## src/rtl/sdw_pkg.sv

```systemverilog
// Shared types for the SDRAM line burst-write sequencer.
// Assumes a fixed eight-beat burst covering one line.
package sdw_pkg;
    localparam int BEATS  = 8;
    localparam int BEAT_W = $clog2(BEATS);

    typedef enum logic [2:0] {
        PH_IDLE,
        PH_ACT,
        PH_RCD,
        PH_DATA,
        PH_RWL,
        PH_PCH
    } phase_t;
endpackage

```

## src/rtl/sdw_seq_ctrl.sv

```systemverilog
// Phase controller: walks activate, row-to-column gap, eight data beats,
// write recovery and precharge wait. Assumes configuration is stable
// while a sequence runs. Zero gap/precharge counts are raised to one.
module sdw_seq_ctrl
    import sdw_pkg::*;
(
    input  logic              clk,
    input  logic              rst_n,
    input  logic              start,
    input  logic [1:0]        cfg_trcd,
    input  logic [2:0]        cfg_trwl,
    input  logic [1:0]        cfg_tpc,
    output phase_t            phase,
    output logic [BEAT_W-1:0] beat
);
    logic [2:0] cnt;
    logic [2:0] rcd_last;
    logic [2:0] pch_last;

    // Purpose: terminal values for the minimum-one waits.
    always_comb begin
        rcd_last = (cfg_trcd == 2'd0) ? 3'd0 : 3'({cfg_trcd} - 2'd1);
        pch_last = (cfg_tpc  == 2'd0) ? 3'd0 : 3'({cfg_tpc}  - 2'd1);
    end

    // Purpose: phase register, down-counter for waits, beat up-counter.
    always_ff @(posedge clk) begin
        if (!rst_n) begin
            phase <= PH_IDLE;
            cnt   <= '0;
            beat  <= '0;
        end else begin
            case (phase)
                PH_IDLE: if (start) phase <= PH_ACT;
                PH_ACT: begin
                    phase <= PH_RCD;
                    cnt   <= rcd_last;
                end
                PH_RCD: begin
                    if (cnt == 3'd0) begin
                        phase <= PH_DATA;
                        beat  <= '0;
                    end else begin
                        cnt <= cnt - 3'd1;
                    end
                end
                PH_DATA: begin
                    if (beat == BEAT_W'(BEATS - 1)) begin
                        if (cfg_trwl == 3'd0) begin
                            phase <= PH_PCH;
                            cnt   <= pch_last;
                        end else begin
                            phase <= PH_RWL;
                            cnt   <= cfg_trwl - 3'd1;
                        end
                    end
                    beat <= beat + 1'b1;
                end
                PH_RWL: begin
                    if (cnt == 3'd0) begin
                        phase <= PH_PCH;
                        cnt   <= pch_last;
                    end else begin
                        cnt <= cnt - 3'd1;
                    end
                end
                PH_PCH: begin
                    if (cnt == 3'd0) phase <= PH_IDLE;
                    else             cnt   <= cnt - 3'd1;
                end
                default: phase <= PH_IDLE;
            endcase
        end
    end

    AST_DATA_AFTER_GAP: assert property (@(posedge clk) disable iff (!rst_n)
        (phase == PH_DATA && $past(phase) != PH_DATA) |-> $past(phase) == PH_RCD);
    AST_BURST_LENGTH: assert property (@(posedge clk) disable iff (!rst_n)
        (phase == PH_DATA && beat != BEAT_W'(BEATS - 1)) |=> phase == PH_DATA);
    AST_IDLE_FROM_PCH: assert property (@(posedge clk) disable iff (!rst_n)
        (phase == PH_IDLE && $past(phase) != PH_IDLE) |-> $past(phase) == PH_PCH);
endmodule

```

## src/rtl/sdw_wrap_idx.sv

```systemverilog
// Wraparound word index: start word plus beat number, modulo the line
// size. Assumes the line holds a power-of-two count of words.
module sdw_wrap_idx
    import sdw_pkg::*;
(
    input  logic [BEAT_W-1:0] start_word,
    input  logic [BEAT_W-1:0] beat,
    output logic [BEAT_W-1:0] word
);
    // Purpose: modular add; the carry out is dropped by width.
    always_comb word = start_word + beat;
endmodule

```

## src/rtl/sdram_burst_writer.sv

```systemverilog
// SDRAM line burst-write sequencer top. Takes one request when idle,
// latches it, and drives activate, write-with-auto-precharge and eight
// wrapped data beats, then holds the bank through recovery and precharge.
// Assumes COL_W fits below the auto-precharge address bit.
module sdram_burst_writer
    import sdw_pkg::*;
#(
    parameter int BANK_W = 2,
    parameter int ADDR_W = 13,
    parameter int COL_W  = 8,
    parameter int AP_BIT = 10,
    parameter int DATA_W = 32
) (
    input  logic                  clk,
    input  logic                  rst_n,
    input  logic                  req_valid,
    input  logic [BANK_W-1:0]     req_bank,
    input  logic [ADDR_W-1:0]     req_row,
    input  logic [COL_W-1:0]      req_col,
    input  logic [1:0]            cfg_trcd,
    input  logic [2:0]            cfg_trwl,
    input  logic [1:0]            cfg_tpc,
    input  logic [DATA_W-1:0]     wdata,
    output logic                  busy,
    output logic                  data_take,
    output logic [2:0]            data_idx,
    output logic                  sd_cke,
    output logic                  sd_cs_n,
    output logic                  sd_ras_n,
    output logic                  sd_cas_n,
    output logic                  sd_we_n,
    output logic [BANK_W-1:0]     sd_ba,
    output logic [ADDR_W-1:0]     sd_addr,
    output logic [DATA_W-1:0]     sd_dq,
    output logic                  sd_dq_oe,
    output logic [DATA_W/8-1:0]   sd_dqm,
    output logic                  sd_bs
);
    localparam int LINE_W = COL_W - BEAT_W;

    phase_t              phase;
    logic [BEAT_W-1:0]   beat;
    logic [BEAT_W-1:0]   word;
    logic                start;
    logic [BANK_W-1:0]   r_bank;
    logic [ADDR_W-1:0]   r_row;
    logic [LINE_W-1:0]   r_line;
    logic [BEAT_W-1:0]   r_start;
    logic                is_act;
    logic                is_wr;
    logic                in_data;
    logic [ADDR_W-1:0]   col_addr;

    // Purpose: accept a request only while idle.
    always_comb start = req_valid && (phase == PH_IDLE);

    // Purpose: latch the request fields at acceptance.
    always_ff @(posedge clk) begin
        if (!rst_n) begin
            r_bank  <= '0;
            r_row   <= '0;
            r_line  <= '0;
            r_start <= '0;
        end else if (start) begin
            r_bank  <= req_bank;
            r_row   <= req_row;
            r_line  <= req_col[COL_W-1:BEAT_W];
            r_start <= req_col[BEAT_W-1:0];
        end
    end

    sdw_seq_ctrl i_ctrl (
        .clk      (clk),
        .rst_n    (rst_n),
        .start    (start),
        .cfg_trcd (cfg_trcd),
        .cfg_trwl (cfg_trwl),
        .cfg_tpc  (cfg_tpc),
        .phase    (phase),
        .beat     (beat)
    );

    sdw_wrap_idx i_wrap (
        .start_word (r_start),
        .beat       (beat),
        .word       (word)
    );

    // Purpose: decode the phase into command and data-cycle flags.
    always_comb begin
        is_act  = (phase == PH_ACT);
        in_data = (phase == PH_DATA);
        is_wr   = in_data && (beat == '0);
    end

    // Purpose: column address with the auto-precharge bit set.
    always_comb begin
        col_addr              = '0;
        col_addr[COL_W-1:0]   = {r_line, r_start};
        col_addr[AP_BIT]      = 1'b1;
    end

    // Purpose: drive the SDRAM pins and the data-pull interface.
    always_comb begin
        busy      = (phase != PH_IDLE);
        sd_cke    = 1'b1;
        sd_bs     = is_act;
        sd_cs_n   = !(is_act || is_wr);
        sd_ras_n  = !is_act;
        sd_cas_n  = !is_wr;
        sd_we_n   = !is_wr;
        sd_ba     = r_bank;
        sd_addr   = is_act ? r_row : (is_wr ? col_addr : '0);
        data_take = in_data;
        data_idx  = word;
        sd_dq_oe  = in_data;
        sd_dq     = in_data ? wdata : '0;
        sd_dqm    = in_data ? '0 : '1;
    end

    AST_NO_ACCEPT_WHILE_BUSY: assert property (@(posedge clk) disable iff (!rst_n)
        busy |=> !sd_bs);
    AST_BS_SINGLE: assert property (@(posedge clk) disable iff (!rst_n)
        sd_bs |=> !sd_bs);
    AST_BS_WITH_ACTV: assert property (@(posedge clk) disable iff (!rst_n)
        sd_bs |-> (!sd_cs_n && !sd_ras_n && sd_cas_n && sd_we_n));
    AST_WRITA_AP_DATA: assert property (@(posedge clk) disable iff (!rst_n)
        (!sd_cs_n && !sd_we_n) |-> (sd_addr[AP_BIT] && sd_dq_oe && data_take));
    AST_WRAP_STEP: assert property (@(posedge clk) disable iff (!rst_n)
        (data_take && $past(data_take)) |-> data_idx == 3'($past(data_idx) + 3'd1));
    AST_DQM_OPEN: assert property (@(posedge clk) disable iff (!rst_n)
        sd_dq_oe |-> sd_dqm == '0);
    AST_NOP_PINS: assert property (@(posedge clk) disable iff (!rst_n)
        sd_cs_n |-> (sd_ras_n && sd_cas_n && sd_we_n && sd_cke));
endmodule

```

## config.mk

```make
export PLATFORM = sky130hd
export DESIGN_NAME = sdram_burst_writer
export DESIGN_NICKNAME = d
export VERILOG_FILES = /design/src/rtl/sdw_pkg.sv /design/src/rtl/sdw_seq_ctrl.sv /design/src/rtl/sdw_wrap_idx.sv /design/src/rtl/sdram_burst_writer.sv
export SDC_FILE = /design/constraint.sdc
export NUM_CORES = 1
export LEC_CHECK = 0
export BUFFER_PORTS_ARGS = -buffer_cell sky130_fd_sc_hd__buf_2
export CAP_MARGIN = 10
export CELL_PAD_IN_SITES_DETAIL_PLACEMENT = 2
export CELL_PAD_IN_SITES_GLOBAL_PLACEMENT = 2
export CORE_MARGIN = 4
export CORE_UTILIZATION = 24
export DETAILED_ROUTE_END_ITERATION = 8
export PLACE_DENSITY_LB_ADDON = 0.1
export SYNTH_ARGS = -nofsm -noshare
export SYNTH_HDL_FRONTEND = slang
export SYNTH_SLANG_ARGS = --single-unit
```

## constraint.sdc

```tcl
create_clock -name clk -period 2.9 [get_ports clk]
set_clock_uncertainty 0.15 [all_clocks]
set_input_delay 0.145 -clock clk [delete_from_list [all_inputs] [get_ports clk]]
set_output_delay 0.145 -clock clk [all_outputs]
set_load 0.05 [all_outputs]
```

# Yosys cells after proc, flatten, opt, wreduce, memory -nomap -nowiden
# Index checks and enable logic that the tools add are counted.
[word_totals]
elab_cells = 63
in_bits = 65
reg_bits = 32
[classes]
muxes = 19
addsub = 6
n_eq_ne = 12
n_reduce_logical = 19
[op_table]
columns = ["op", "n"]
rows = [
  ["$mux 3", 11],
  ["$mux 32", 1],
  ["$pmux 3 s6", 1],
  ["$mux 13", 1],
  ["$logic_not 3->1", 4],
  ["$pmux 3 s4", 1],
  ["$mux 11", 1],
  ["$ne 2x1->1 const B", 5],
  ["$eq 3x3->1 const B", 3],
  ["$eq 3x2->1 const B", 2],
  ["$pmux 3 s2", 1],
  ["$sub 2x1->3 const B", 2],
  ["$sub 3x1->3 const B", 2],
  ["$reduce_and 5->1", 1],
  ["$logic_not 2->1", 2],
  ["$mux 4", 1],
  ["$reduce_bool 4->1", 1],
  ["$add 3x1->3 const B", 1],
  ["$add 3x3->3", 1],
  ["$eq 3x1->1 const B", 1],
  ["$logic_not 1->1", 3],
  ["$reduce_and 3->1", 1],
  ["$reduce_bool 3->1", 1],
  ["$logic_and 1x1->1", 2],
  ["6 further kinds", 6],
]

# Longest topological paths before layout
[logic_depth]
ltp_word = 5
ltp_mapped = 7
ltp_nobuf = 6

# Modules after synthesis
# Synthesis repeated with hierarchy kept, for this count alone.
[unflattened]
cells_unflattened = 261
area_unflattened_um2 = 2257.2
[modules_own_cells]
columns = ["module", "instances", "seq_area_each_um2", "area_each_um2", "cells_each"]
rows = [
  ["sdram_burst_writer", 1, 460.4, 1410.1, 168],
  ["sdw_seq_ctrl", 1, 180.2, 790.8, 90],
  ["sdw_wrap_idx", 1, 0.0, 56.3, 3],
]

# Least setup slack after synthesis
# Ideal clock, no wire load.
[synth_timing]
kind = "reg-to-output"
start = "register i_ctrl.phase[0]"
end = "output port sd_addr[5]"
t_arrival_ns = 2.010
path_slack_ns = 0.595
path_stages_with_launch = 6
cell_sequence = "dfxtp_1 > inv_1 > or3_1 > inv_2 > buf_4 > a22o_1"
[synth_via]
elab_cells_between_ends = 5
[synth_rtl]
columns = ["item", "line_no", "text"]
rows = [
  ["start: declaration", "sdw_seq_ctrl.sv:13", "output phase_t phase,"],
  ["start signal: assignment", "sdw_seq_ctrl.sv:29", "phase <= PH_IDLE;"],
  ["start signal: assignment", "sdw_seq_ctrl.sv:34", "PH_IDLE: if (start) phase <= PH_ACT;"],
  ["start signal: assignment", "sdw_seq_ctrl.sv:36", "phase <= PH_RCD;"],
  ["$eq 3x1->1", "sdram_burst_writer.sv:91", "is_act = (phase == PH_ACT);"],
  ["via sd_bs", "sdram_burst_writer.sv:37", "output logic sd_bs"],
  ["$mux 13", "sdram_burst_writer.sv:113", "sd_addr = is_act ? r_row : (is_wr ? col_addr : '0);"],
  ["end: declaration", "sdram_burst_writer.sv:33", "output logic [ADDR_W-1:0] sd_addr,"],
]
# The timed path passes the listed nets, and every way through them passes these cells.

# Worst setup path in the final report
[layout_timing]
start = "register i_ctrl.phase[0]"
end = "output port sd_addr[3]"
[layout_via]
elab_chain_len = 4
elab_cells_between_ends = 5
[layout_lines]
columns = ["item", "line_no", "text"]
rows = [
  ["$eq 3x2->1", "sdram_burst_writer.sv:92", "in_data = (phase == PH_DATA);"],
  ["$logic_and 1x1->1", "sdram_burst_writer.sv:93", "is_wr = in_data && (beat == '0);"],
  ["$mux 11", "sdram_burst_writer.sv:113", ""],
  ["$mux 13 (*)", "sdram_burst_writer.sv:113", ""],
]
# Every way passes the cells marked *; elsewhere a longest branch is shown, timed or not.

==> metrics <==
total design power=1.36 mW; worst hold path class=in2reg; Syn Inst Count=263; asr flop ratio synth=0%; Max clock buf depth=2; ys flop type=dfxtp_1; Post-Layout Cell Count=507; Area Growth Syn to Fin=49.0%; pre-CTS setup slack=0.662 ns; R2R Path Start=i_ctrl.phase[1]$_SDFFE_PN0P_; Final Cell Area=0.00308 mm²; kind of critical path=reg2out; DP Cell Count=476; max-cap violations=0; status=finished, final reports clean; routed len/inst=15.2 µm; RSZ-0062 raised after global routing=no; DP Area=0.00275 mm²; Num CTS Buffers=5; utilization after layout=37.2%; post-route ant nets=0; r2r endpoint=i_ctrl.cnt[1]$_SDFFE_PN0P_; Core Area=0.00830 mm²; Post-Synthesis Net Count=337; CTS root buf=clkbuf_8; Unique masters post-synth=52; drt total wl=7.70 mm; Vias=2324; Sink Count=32; CP required=2.61 ns; vias in the first global route=2550; Critical Path End=sd_addr[3]; Synth Area per Inst=7.87 µm²; CTS tree=yes; leakage=1.56 nW; Worst Slack Setup Final=0.348 ns; post-CTS sizing=0; maximum fanout along the worst path=15; share of cells above drive strength 1=36.1%; FP Rows=33; pwr dens=440 mW/mm²; Slew headroom=62.6%; crit end category=primary output; initial drt markers=54; post-route setup TNS=0 ns; global-route wire length before repair=12.3 mm; Final Setup Violations=0; post-synthesis register bit count=32; Arr. time, crit path=2.26 ns; routability cong.=0.776; worst setup path start=i_ctrl.phase[0]$_SDFFE_PN0P_; router iterations before antenna repair=4; port buffer count=126; number of synthesized flops with an enable pin=0; grt total ovfl=0; Die X=101 µm; Reg clk slew, reported paths=0.08 ns; synthesized area=0.00207 mm²; Final HPWL DP=5.89 mm; cells on worst reg2reg path=5; H-tree Lvls=2; Hold Vio Cnt, Final=0; flop2flop setup slack=0.90 ns; min cycle time layout=2.55 ns; worst skew pair latency=0.28 ns; Achievable Freq=392 MHz; sequential area share after synthesis=31.0%; Min Hold Slack=0.128 ns; initial antenna violation count=0; worst slew pin tran=0.561 ns; Final period util=88.0%; drt drc=0; Initial Util=24.9%; # nets final=475; n_diodes=0; All-Layer GR Usage=14.9%; Yosys warning count=0; final slew viol count=0; Peak supply drop=0.201 mV; largest net degree at the start of global routing=38; Die Y=101 µm; Die ar.=0.0102 mm²; io pins=128; drt via density=4.58; Setup crit start kind=flip-flop
-- layer usage --
layer | track usage (%) | up-vias | wire length (µm)
li1 | - | 1149 | -
met1 | 17.9 | 1094 | 3340
met2 | 27.7 | 77 | 3880
met3 | 2.42 | 4 | 434
met4 | 3.11 | 0 | 49
met5 | 0 | - | 0
-- state kept, by name, summed over array words and instances (netlist names) --
signal / flops
i_ctrl.cnt: 3
r_line: 5
i_ctrl.beat: 3
r_row: 13
sd_ba: 2
r_start: 3
i_ctrl.phase: 3
-- worst max-delay path: stages (launching register included) --
cell and delay [ns]:
dfxtp_1 0.62, inv_1 0.20, or3_1 0.43, inv_2 0.25, a22o_1 0.20, buf_2 0.26
-- kinds of logic after synthesis --
kind of cell	after synthesis	share of synthesized area, %
xor+xnor	2	0.847
flops	32	31.0
compound gates	61	22.4
buf+inv	36	8.22
simple gates	122	31.6
other cells	1	0.181
fa+ha+maj	9	5.80
-- cells in the mapped netlist (2+ instances only) --
cell type / number / area (µm²)
a21boi_0: 21 / 158
a21boi_1: 3 / 22.5
a21oi_1: 7 / 35.0
a22o_1: 8 / 70.1
a22oi_1: 3 / 22.5
and2_1: 38 / 238
buf_2: 5 / 25.0
buf_4: 7 / 52.6
clkbuf_1: 9 / 33.8
dfxtp_1: 32 / 641
ha_1: 8 / 100
inv_1: 12 / 45.0
nand2_1: 55 / 206
nand2b_1: 3 / 18.8
nor2_1: 3 / 11.3
nor2b_1: 6 / 37.5
nor3_1: 2 / 10.0
o211ai_1: 2 / 15.0
o21ai_0: 3 / 15.0
or3_1: 2 / 12.5
or3b_2: 2 / 17.5
xnor2_1: 2 / 17.5
-- timing repair --
item | in CTS | in global routing
endpoints found under the hold margin | 23 | 0
buffers inserted | 0 | 0
hold buffers | 23 | 0
-- layout make-up --
class / count / area (µm²)
timing repair buffer: 153 / 891
inverter: 14 / 55.1
clock buffer: 6 / 72.6
sequential: 32 / 641
multi-input combinational: 195 / 1260
tap: 105 / 131
clock inverter: 2 / 35.0
fill: 999 / 5220
-- how the worst min path moves through the flow --
stage / startpoint / endpoint / slack, ns / cells past startpoint
floorplan: req_row[8] / r_row[8]$_SDFFE_PN0P_ / 0.13 / 2
global placement: req_bank[1] / sd_ba[1]$_SDFFE_PN0P_ / 0.24 / 3
detailed placement: req_row[8] / r_row[8]$_SDFFE_PN0P_ / 0.25 / 3
CTS: cfg_tpc[0] / i_ctrl.cnt[0]$_SDFFE_PN0P_ / 0.12 / 4
global route: cfg_tpc[0] / i_ctrl.cnt[1]$_SDFFE_PN0P_ / 0.16 / 3
finish: cfg_tpc[0] / i_ctrl.cnt[1]$_SDFFE_PN0P_ / 0.13 / 3
-- power by group --
| group | internal (mW) | switching, mW | total [mW] |
|---|---|---|---|
| clock | 0.255 | 0.166 | 0.420 |
| combinational | 0.150 | 0.281 | 0.432 |
| sequential | 0.472 | 0.0319 | 0.504 |
-- cell usage in the layout (no fill, tap or decap), types with 2 or more instances in the layout --
master	instances
a21boi_0	21
a21boi_1	3
a21oi_1	7
a22o_1	8
a22oi_1	3
and2_1	38
buf_2	126
buf_4	4
clkbuf_8	5
dfxtp_1	32
dlygate4sd3_1	23
ha_1	8
inv_1	12
nand2_1	55
nand2b_1	3
nor2_1	3
nor2b_1	6
nor3_1	2
o211ai_1	2
o21ai_0	3
or3_1	2
or3b_2	2
xnor2_1	2
Power figures use the tool's default switching activity.
